--- src/rtl/svol_pkg.sv ---
package svol_pkg;
    localparam int CODE_W     = 8;
    localparam int FRAME_W    = 2 * CODE_W;
    localparam int DB2_W      = CODE_W + 1;
    localparam int UNITY_CODE = 192;

    typedef enum logic {
        ST_IDLE,
        ST_FRAME
    } svol_state_e;

    function automatic logic signed [DB2_W-1:0] code_to_db2(input logic [CODE_W-1:0] code);
        return $signed({1'b0, code}) - DB2_W'(UNITY_CODE);
    endfunction
endpackage

--- src/rtl/svol_sync.sv ---
module svol_sync #(
    parameter int             W   = 4,
    parameter logic [W-1:0]   RST = '0
) (
    input  logic         clk,
    input  logic         rst_n,
    input  logic [W-1:0] d_i,
    output logic [W-1:0] lvl_o,
    output logic [W-1:0] rise_o,
    output logic [W-1:0] fall_o
);
    logic [W-1:0] s1_q, s2_q, s3_q;

    always_ff @(posedge clk or negedge rst_n) begin
        if (!rst_n) begin
            s1_q <= RST;
            s2_q <= RST;
            s3_q <= RST;
        end else begin
            s1_q <= d_i;
            s2_q <= s1_q;
            s3_q <= s2_q;
        end
    end

    assign lvl_o  = s2_q;
    assign rise_o = s2_q & ~s3_q;
    assign fall_o = ~s2_q & s3_q;
endmodule

--- src/rtl/svol_frame.sv ---
module svol_frame
    import svol_pkg::*;
(
    input  logic               clk,
    input  logic               rst_n,
    input  logic               sclk_rise_i,
    input  logic               sclk_fall_i,
    input  logic               cs_lvl_i,
    input  logic               cs_rise_i,
    input  logic               cs_fall_i,
    input  logic               sdin_i,
    output logic [FRAME_W-1:0] word_o,
    output logic               sdout_o,
    output logic               oe_o
);
    svol_state_e        state_q, state_d;
    logic [FRAME_W-1:0] sreg_q;
    logic [FRAME_W-1:0] word_q;
    logic               sdout_q;

    always_comb begin
        state_d = state_q;
        unique case (state_q)
            ST_IDLE:  if (cs_fall_i) state_d = ST_FRAME;
            ST_FRAME: if (cs_rise_i) state_d = ST_IDLE;
        endcase
    end

    always_ff @(posedge clk or negedge rst_n) begin
        if (!rst_n) state_q <= ST_IDLE;
        else        state_q <= state_d;
    end

    always_ff @(posedge clk or negedge rst_n) begin
        if (!rst_n) begin
            sreg_q  <= '0;
            word_q  <= '0;
            sdout_q <= 1'b0;
        end else begin
            unique case (state_q)
                ST_IDLE: begin
                    if (cs_fall_i) sdout_q <= sreg_q[FRAME_W-1];
                end
                ST_FRAME: begin
                    if (cs_rise_i)        word_q  <= sreg_q;
                    else if (sclk_rise_i) sreg_q  <= {sreg_q[FRAME_W-2:0], sdin_i};
                    else if (sclk_fall_i) sdout_q <= sreg_q[FRAME_W-1];
                end
            endcase
        end
    end

    always_comb begin
        oe_o    = (state_q == ST_FRAME);
        word_o  = word_q;
        sdout_o = sdout_q;
    end

    p_oe_off_r4: assert property (@(posedge clk) disable iff (!rst_n)
        cs_lvl_i |=> !oe_o);
    p_word_hold_r5: assert property (@(posedge clk) disable iff (!rst_n)
        !cs_rise_i |=> $stable(word_q));
    p_sdout_hold_r3: assert property (@(posedge clk) disable iff (!rst_n)
        !(sclk_fall_i || cs_fall_i) |=> $stable(sdout_q));
endmodule

--- src/rtl/svol_caltimer.sv ---
module svol_caltimer #(
    parameter int CAL_CYC = 200_000
) (
    input  logic clk,
    input  logic rst_n,
    input  logic muted_i,
    output logic cal_done_o
);
    localparam int CNT_W = $clog2(CAL_CYC + 1);
    logic [CNT_W-1:0] cnt_q;

    always_ff @(posedge clk or negedge rst_n) begin
        if (!rst_n)                          cnt_q <= '0;
        else if (!muted_i)                   cnt_q <= '0;
        else if (cnt_q != CNT_W'(CAL_CYC))   cnt_q <= cnt_q + 1'b1;
    end

    assign cal_done_o = muted_i && (cnt_q == CNT_W'(CAL_CYC));

    p_done_after_hold_r9: assert property (@(posedge clk) disable iff (!rst_n)
        $rose(cal_done_o) |-> $past(muted_i));
endmodule

--- src/rtl/svol_ctrl.sv ---
module svol_ctrl
    import svol_pkg::*;
#(
    parameter int CLK_HZ = 100_000_000,
    parameter int CAL_MS = 2
) (
    input  logic                     clk,
    input  logic                     rst_n,
    input  logic                     sclk_i,
    input  logic                     cs_n_i,
    input  logic                     mute_n_i,
    input  logic                     sdin_i,
    output logic                     sdout_o,
    output logic                     sdout_oe_o,
    output logic [7:0]               gain_r_code_o,
    output logic [7:0]               gain_l_code_o,
    output logic signed [8:0]        gain_r_db2_o,
    output logic signed [8:0]        gain_l_db2_o,
    output logic                     mute_r_o,
    output logic                     mute_l_o,
    output logic                     cal_done_o
);
    localparam int CAL_CYC = CLK_HZ / 1000 * CAL_MS;
    localparam int NPIN    = 4;
    localparam int P_SCLK  = 0;
    localparam int P_CS    = 1;
    localparam int P_MUTE  = 2;
    localparam int P_SDIN  = 3;
    localparam logic [NPIN-1:0] PIN_RST = 4'b0110;

    logic [NPIN-1:0]    pin_lvl, pin_rise, pin_fall;
    logic [FRAME_W-1:0] word;
    logic               mute_act;
    logic [CODE_W-1:0]  code   [2];
    logic signed [DB2_W-1:0] db2 [2];
    logic [1:0]         ch_mute;

    svol_sync #(.W(NPIN), .RST(PIN_RST)) u_sync (
        .clk    (clk),
        .rst_n  (rst_n),
        .d_i    ({sdin_i, mute_n_i, cs_n_i, sclk_i}),
        .lvl_o  (pin_lvl),
        .rise_o (pin_rise),
        .fall_o (pin_fall)
    );

    svol_frame u_frame (
        .clk         (clk),
        .rst_n       (rst_n),
        .sclk_rise_i (pin_rise[P_SCLK]),
        .sclk_fall_i (pin_fall[P_SCLK]),
        .cs_lvl_i    (pin_lvl[P_CS]),
        .cs_rise_i   (pin_rise[P_CS]),
        .cs_fall_i   (pin_fall[P_CS]),
        .sdin_i      (pin_lvl[P_SDIN]),
        .word_o      (word),
        .sdout_o     (sdout_o),
        .oe_o        (sdout_oe_o)
    );

    assign mute_act = !pin_lvl[P_MUTE];

    svol_caltimer #(.CAL_CYC(CAL_CYC)) u_cal (
        .clk        (clk),
        .rst_n      (rst_n),
        .muted_i    (mute_act),
        .cal_done_o (cal_done_o)
    );

    // channel 0 = right (first byte), channel 1 = left (second byte)
    assign code[0] = word[FRAME_W-1 -: CODE_W];
    assign code[1] = word[CODE_W-1:0];

    for (genvar ch = 0; ch < 2; ch++) begin : g_chan
        assign db2[ch]     = code_to_db2(code[ch]);
        assign ch_mute[ch] = mute_act || (code[ch] == '0);
    end

    assign gain_r_code_o = code[0];
    assign gain_l_code_o = code[1];
    assign gain_r_db2_o  = db2[0];
    assign gain_l_db2_o  = db2[1];
    assign mute_r_o      = ch_mute[0];
    assign mute_l_o      = ch_mute[1];

    p_mute_both_r8: assert property (@(posedge clk) disable iff (!rst_n)
        mute_act |-> (mute_l_o && mute_r_o));
    p_unity_r7: assert property (@(posedge clk) disable iff (!rst_n)
        (gain_l_code_o == 8'd192) |-> (gain_l_db2_o == 9'sd0));
    p_zero_code_r7: assert property (@(posedge clk) disable iff (!rst_n)
        (gain_r_code_o == 8'd0) |-> mute_r_o);
endmodule

--- config.mk ---
export PLATFORM = sky130hd
export DESIGN_NAME = svol_ctrl
export DESIGN_NICKNAME = d
export VERILOG_FILES = /design/src/rtl/svol_pkg.sv /design/src/rtl/svol_sync.sv /design/src/rtl/svol_frame.sv /design/src/rtl/svol_caltimer.sv /design/src/rtl/svol_ctrl.sv
export SDC_FILE = /design/constraint.sdc
export NUM_CORES = 1
export LEC_CHECK = 0
export BUFFER_PORTS_ARGS = -buffer_cell sky130_fd_sc_hd__buf_2
export CAP_MARGIN = 20
export CORE_AREA = 2 2 77 79
export DETAILED_ROUTE_END_ITERATION = 7
export DIE_AREA = 0 0 79 81
export PLACE_DENSITY = 0.73
export SKIP_LAST_GASP = 1
export SLEW_MARGIN = 0
export SYNTH_ARGS = -nofsm -noshare
export SYNTH_HDL_FRONTEND = slang
export SYNTH_SLANG_ARGS = --single-unit
export TNS_END_PERCENT = 10
--- constraint.sdc ---
create_clock -name clk -period 2.06 [get_ports clk]
set_clock_uncertainty 0.15 [all_clocks]
set_input_delay 0 -clock clk [delete_from_list [all_inputs] [get_ports clk]]
set_output_delay 0 -clock clk [all_outputs]
set_load 0.005 [all_outputs]
# Word level (Yosys, flattened, before mapping)
# Cells that the tools add are included.
[word_totals] reg_bits=62 in_bits=6 output_inout_bits=39 wordCells=43
[op_classes] n_addsub=3 eq_ne=6 n_mux=10 bitwise_logic=6 n_reduce_logical=10
[op_table] cell="18-bit 2-to-1 mux" n=2
[op_table] cell="18-bit by 1-bit adder with 18-bit output (second input constant)" n=1
[op_table] cell="18-bit == test (second input constant)" n=1
[op_table] cell="18-bit != test (second input constant)" n=1
[op_table] cell="8-bit by 8-bit subtractor with 9-bit output (second input constant)" n=2
[op_table] cell="8-bit logical NOT" n=2
[op_table] cell="2-bit != test (second input constant)" n=4
[op_table] cell="1-bit 2-to-1 mux" n=6
[op_table] cell="2-bit AND" n=2
[op_table] cell="2-bit NOT" n=2
[op_table] cell="1-bit one-hot mux with 2 select lines" n=2
[op_table] cell="4-bit AND reduction" n=1
[op_table] cell="3-bit AND reduction" n=1
[op_table] cell="1-bit logical OR" n=2
[op_table] cell="1-bit NOT" n=2
[op_table] cell="2-bit AND reduction" n=1
[op_table] cell="2-bit nonzero test" n=1
[op_table] cell="1-bit logical AND" n=1
[op_table] cell="1-bit logical NOT" n=1

# Depth between registers and ports, before layout
[depth] word_depth=6 ltp_mapped=6 depth_no_buf=6

# By module
# Synthesis repeated with hierarchy kept, for this count alone.
[unflattened] cells_unflattened=232 area_unflattened_um2=2876.5
[by_module_without_submodules] module="svol_frame" instances=1 cells_each=76 area_each_um2=1301.2 seq_area_each_um2=850.8
[by_module_without_submodules] module="svol_caltimer" instances=1 cells_each=107 area_each_um2=993.5 seq_area_each_um2=450.4
[by_module_without_submodules] module="svol_sync" instances=1 cells_each=20 area_each_um2=377.9 seq_area_each_um2=307.8
[by_module_without_submodules] module="svol_ctrl" instances=1 cells_each=29 area_each_um2=203.9 seq_area_each_um2=0.0

# Worst setup path before layout
# No wires, ideal clock.
[synth_path] path_kind="register to register" startpoint="reg u_cal.cnt_q[0]" endpoint="reg u_cal.cnt_q[0]" setup_time_ps=125 arrival_ps=1685 t_required_ps=1785 setup_slack_ps=100 stages_incl_launch_ff=7 n_path_buf=0 synth_period_minus_slack_ps=1960 cell_sequence="dfrtp_1 inv_1 ha_1 nor4bb_1 nand4_1 nor4_4 mux2_4"
[synth_via] elab_chain_cells=3 word_cells_on_any_way=5 cone_classes="add/sub (1); eq/ne (1); mux (2); reduce/logical (1)"
[synth_rtl] element="start, declared" line="svol_caltimer.sv:10" rtl="logic [CNT_W-1:0] cnt_q;"
[synth_rtl] element="start signal, assigned" line="svol_caltimer.sv:15" rtl="else if (cnt_q != CNT_W'(CAL_CYC)) cnt_q <= cnt_q + 1'b1;"
[synth_rtl] element="18-bit by 1-bit adder with 18-bit output" line="svol_caltimer.sv:15"
[synth_rtl] element="18-bit 2-to-1 mux" line="svol_caltimer.sv:15"
[synth_rtl] element="18-bit 2-to-1 mux" line="svol_caltimer.sv:14" rtl="else if (!muted_i) cnt_q <= '0;"
# Several ways; a longest one is shown, not always the timed one. The select of a mux whose other input is x is not followed.
# A chain may end at the register's enable or synchronous reset.

# Worst setup path in the final report
[layout_path] startpoint="reg u_cal.cnt_q[12]" endpoint="out cal_done_o"
[layout_via] elab_chain_cells=2
[layout_rtl] element="18-bit == test" line="svol_caltimer.sv:18" rtl="assign cal_done_o = muted_i && (cnt_q == CNT_W'(CAL_CYC));"
[layout_rtl] element="1-bit logical AND" line="svol_caltimer.sv:18"
[layout_rtl] element="end, declared" line="svol_ctrl.sv:21" rtl="output logic cal_done_o"
# Every way passes these cells.

==> summary.md <==
| Metric | Value |
|---|---|
| Status | finished with violations |
| Failing checks | setup timing |
| YS warnings | 0 |
| Area of the core | between 5000 and 6000 um^2 |
| Critical Path Start Type | register |
| Yosys top cell area share | 0.527 |
| Final worst-path cycle share | 1.01 |
| Worst skew pair latency | roughly 340 ps |
| CP endpoint | cal_done_o |
| Crit end category | output pin |
| Largest family of logic cells by synthesized area | multiplexers |
| Port buffer count | between 40 and 50 |
| Top Ports | 45 |
| Cells after synthesis | ~220 |
| Syn-to-layout area delta | 21.2% |
| #FFs+latches synth | 62 |
| Setup crit start | u_cal.cnt_q[12] |
| Clk buf depth | 2 |
| Sequential fraction of the synthesis area | 0.575 |
| Cell row count | 28 |
| Post-Synth Adder-Cell Area | 0.0314 |
| Reg2Reg Depth | 4 |
| Clock transition at path regs | 70 ps |
| Type of the worst setup path | reg -> out |
| Fin nets | 286 |
| Setup WS pre-CTS | 101 ps |
| Setup ws final | -13.4 ps |
| CTS tree | built |
| H-tree Lvls | 3 |
| # setup viols final | 1 |
| Asr flop ratio synth | 1.00 |
| Initial core utilization | 0.477 |
| CP max FO | 4 |
| Top FF cell, synth | dfrtp_1 |
| Vias in the first global route | 1657 |
| Total track usage | 0.161 |
| WHS | a little under 50 ps |
| R2R Setup Slk | between 150 and 200 ps |
| Synth top area cells | dfrtp_1 (53%), mux2_2 (15%), dfstp_2 (4.8%), buf_4 (3.3%), nor2_1 (2.9%) |
| Hpwl dp | between 3 and 4 mm |
| Syn_nets | 230 |
| Worst hold-check path type | in -> async |
| CTS Sinks | 62 |
| Largest net degree at the start of global routing | 63 |
| Fin crit period | between 2000 and 2500 ps |
| Die Ht | slightly above 80 um |
| Synth Area in Compound Gates | 0.0111 |
| Vias | roughly 1800 |
| Slew Viols, Final | 0 |
| Mapped Area | ~2700 um^2 |
| Wire per inst | around 13 um |
| Detailed Routing Iterations Pass 1 | 4 |
| Synth cell types | 35 |
| Remaining Overflow, GRT | 0 |
| Crit path arrival time | around 1900 ps |
| Leakage | 1.60 nW |
| Final Hold Fails | 0 |
| Final WL | around 4.6 mm |
| Routability cong. | 0.822 |
| Reg2reg start | u_cal.cnt_q[12] |
| Unrepaired setup endpoints after global routing | true |
| Antenna violations before repair | 0 |
| # fillers | a little under 500 |
| Num CTS Buffers | 9 |
| FF-to-FF End | u_cal.cnt_q[1] |
| Fmax | between 0.4 and 0.5 GHz |
| DRC errors left | 0 |
| Top cell type by total area after synthesis | dfrtp_1 |
| Commonest cells in the netlist | dfrtp_1 (57), mux2_2 (36), nor2_1 (21) |
| Worst relative slew slack | 0.775 |
| Power Dens Cells | 880 nW/um^2 |
| Starting DRT DRC Count | approximately 140 |
| CP required | 1910 ps |
| Root Driver | clkbuf_8 |
| Max-cap violations | 0 |
| Simple-Gate Fraction of Synth Area | 0.127 |
| N_diodes | 0 |
| Avg Cell Area, Syn | 12.4 um^2 |
| Die ar. | around 6400 um^2 |
| DIE WIDTH | about 79 um |
| Cell with the most instances after synthesis | dfrtp_1 |
| Layout cell share with drive strength beyond 1 | 0.434 |
| Remaining antenna violation count | 0 |
| Vias/cell | about 5 |
| Tot Pwr | approximately 2.9 mW |
| VDD IR-drop max | between 0.7 and 0.8 mV |
| Worst Max-Slew Pin Slew | about 330 ps |
| Post-synth EDFFs | 0 |
| Multiplexer area fraction after synthesis | 0.159 |
| First-pass GRT wire length | 7.67 mm |
| Post-synthesis xor/xnor area fraction | 0.0356 |
[cells in the final DEF, fill, tap and decap left out, drive strengths merged, types with 2 or more instances in the layout]
cell type     n
o21ai         2
nor4          6
nor3          5
inv          14
clkinv        4
clkbuf       10
ha            6
xor2          3
dfstp         5
dlygate4sd3   5
nand2         9
nand4         2
xnor2         8
or3           2
nor2         21
dfrtp        57
nand3         9
mux2         37
nor2b         2
buf          57
[registers in the layout, summed over array words and instances, names as in the netlist]
name             count
u_cal.cnt_q         18
u_frame.sreg_q      16
u_frame.word_o      16
u_sync.lvl_o         4
u_sync.s1_q          4
u_sync.s3_q          2
u_frame.oe_o         1
u_frame.sdout_o      1
[logic make-up (layout without fill, tap and decap cells)]
| kind of cell | after synthesis | in the layout |
|---|---|---|
| adders and majority gates | 7 | 7 |
| DFF | 62 | 62 |
| xor gates and xnor gates | 11 | 11 |
| AOI/OAI and AO/OA | 5 | 5 |
| muxes | 38 | 38 |
| and+or+nand+nor | 64 | 64 |
| buffers and inverters | 31 | 92 |
[through the flow]
| step | TNS [ps] | utilization | cells | area [um^2] |
|---|---|---|---|---|
| final | -13.4 | 0.579 | 354 | 3280 |
| after global routing | -181 | 0.579 | 354 | 3280 |
| after CTS | -32.8 | 0.579 | 354 | 3280 |
| after detailed placement | 0 | 0.530 | 331 | 3010 |
| after global placement | 0 | 0.530 | 331 | 3010 |
| after floorplan | 0 | - | 218 | 2710 |
[metal layers]
layer,up-vias,GRT usage,routed length [um]
met2,43,0.248,2170
met4,0,0.0828,65
li1,843,-,-
met3,7,0.0533,221
met5,-,0,0
met1,877,0.204,2190
[critical path: stages (launching register included)]
cell and delay, ps:
dfrtp_1 430, or4_4 550, nor4_4 330, buf_4 180
buf_2 110
[power breakdown]
| part | internal (mW) | switching (mW) | total (mW) | leakage (nW) |
|---|---|---|---|---|
| Combinational | 0.219 | 0.155 | 0.374 | 0.682 |
| Clock | 0.586 | 0.468 | 1.05 | 0.102 |
| Sequential | 1.35 | 0.109 | 1.46 | 0.817 |
| Total | 2.16 | 0.732 | 2.89 | 1.60 |
[repair_timing]
item | 4_1_cts | 5_1_grt
pin swaps | 2 | 0
resized for setup | 3 | 0
hold endpoints to repair | 66 | 0
setup buffers | 2 | 0
setup endpoints to repair | 2 | 2
hold buffers | 5 | 0
[how the worst min path moves through the flow]
stage	startpoint	to
after global placement	rst_n	u_cal.cnt_q[6]
after global routing	rst_n	u_sync.s1_q[0]
final	rst_n	u_cal.cnt_q[4]
after floorplan	rst_n	u_cal.cnt_q[0]
after CTS	rst_n	u_frame.word_o[0]
after detailed placement	rst_n	u_cal.cnt_q[4]
[final cells by class]
class,instances,area [um^2],share of cell area
Inverter,14,52.6,0.0160
Multi-Input combinational cell,125,1000,0.305
Clock inverter,6,61.3,0.0187
Clock buffer,10,138,0.0419
Timing Repair Buffer,62,380,0.116
Tap cell,75,93.8,0.0286
Sequential cell,62,1560,0.474
Power figures use the tool's default switching activity.
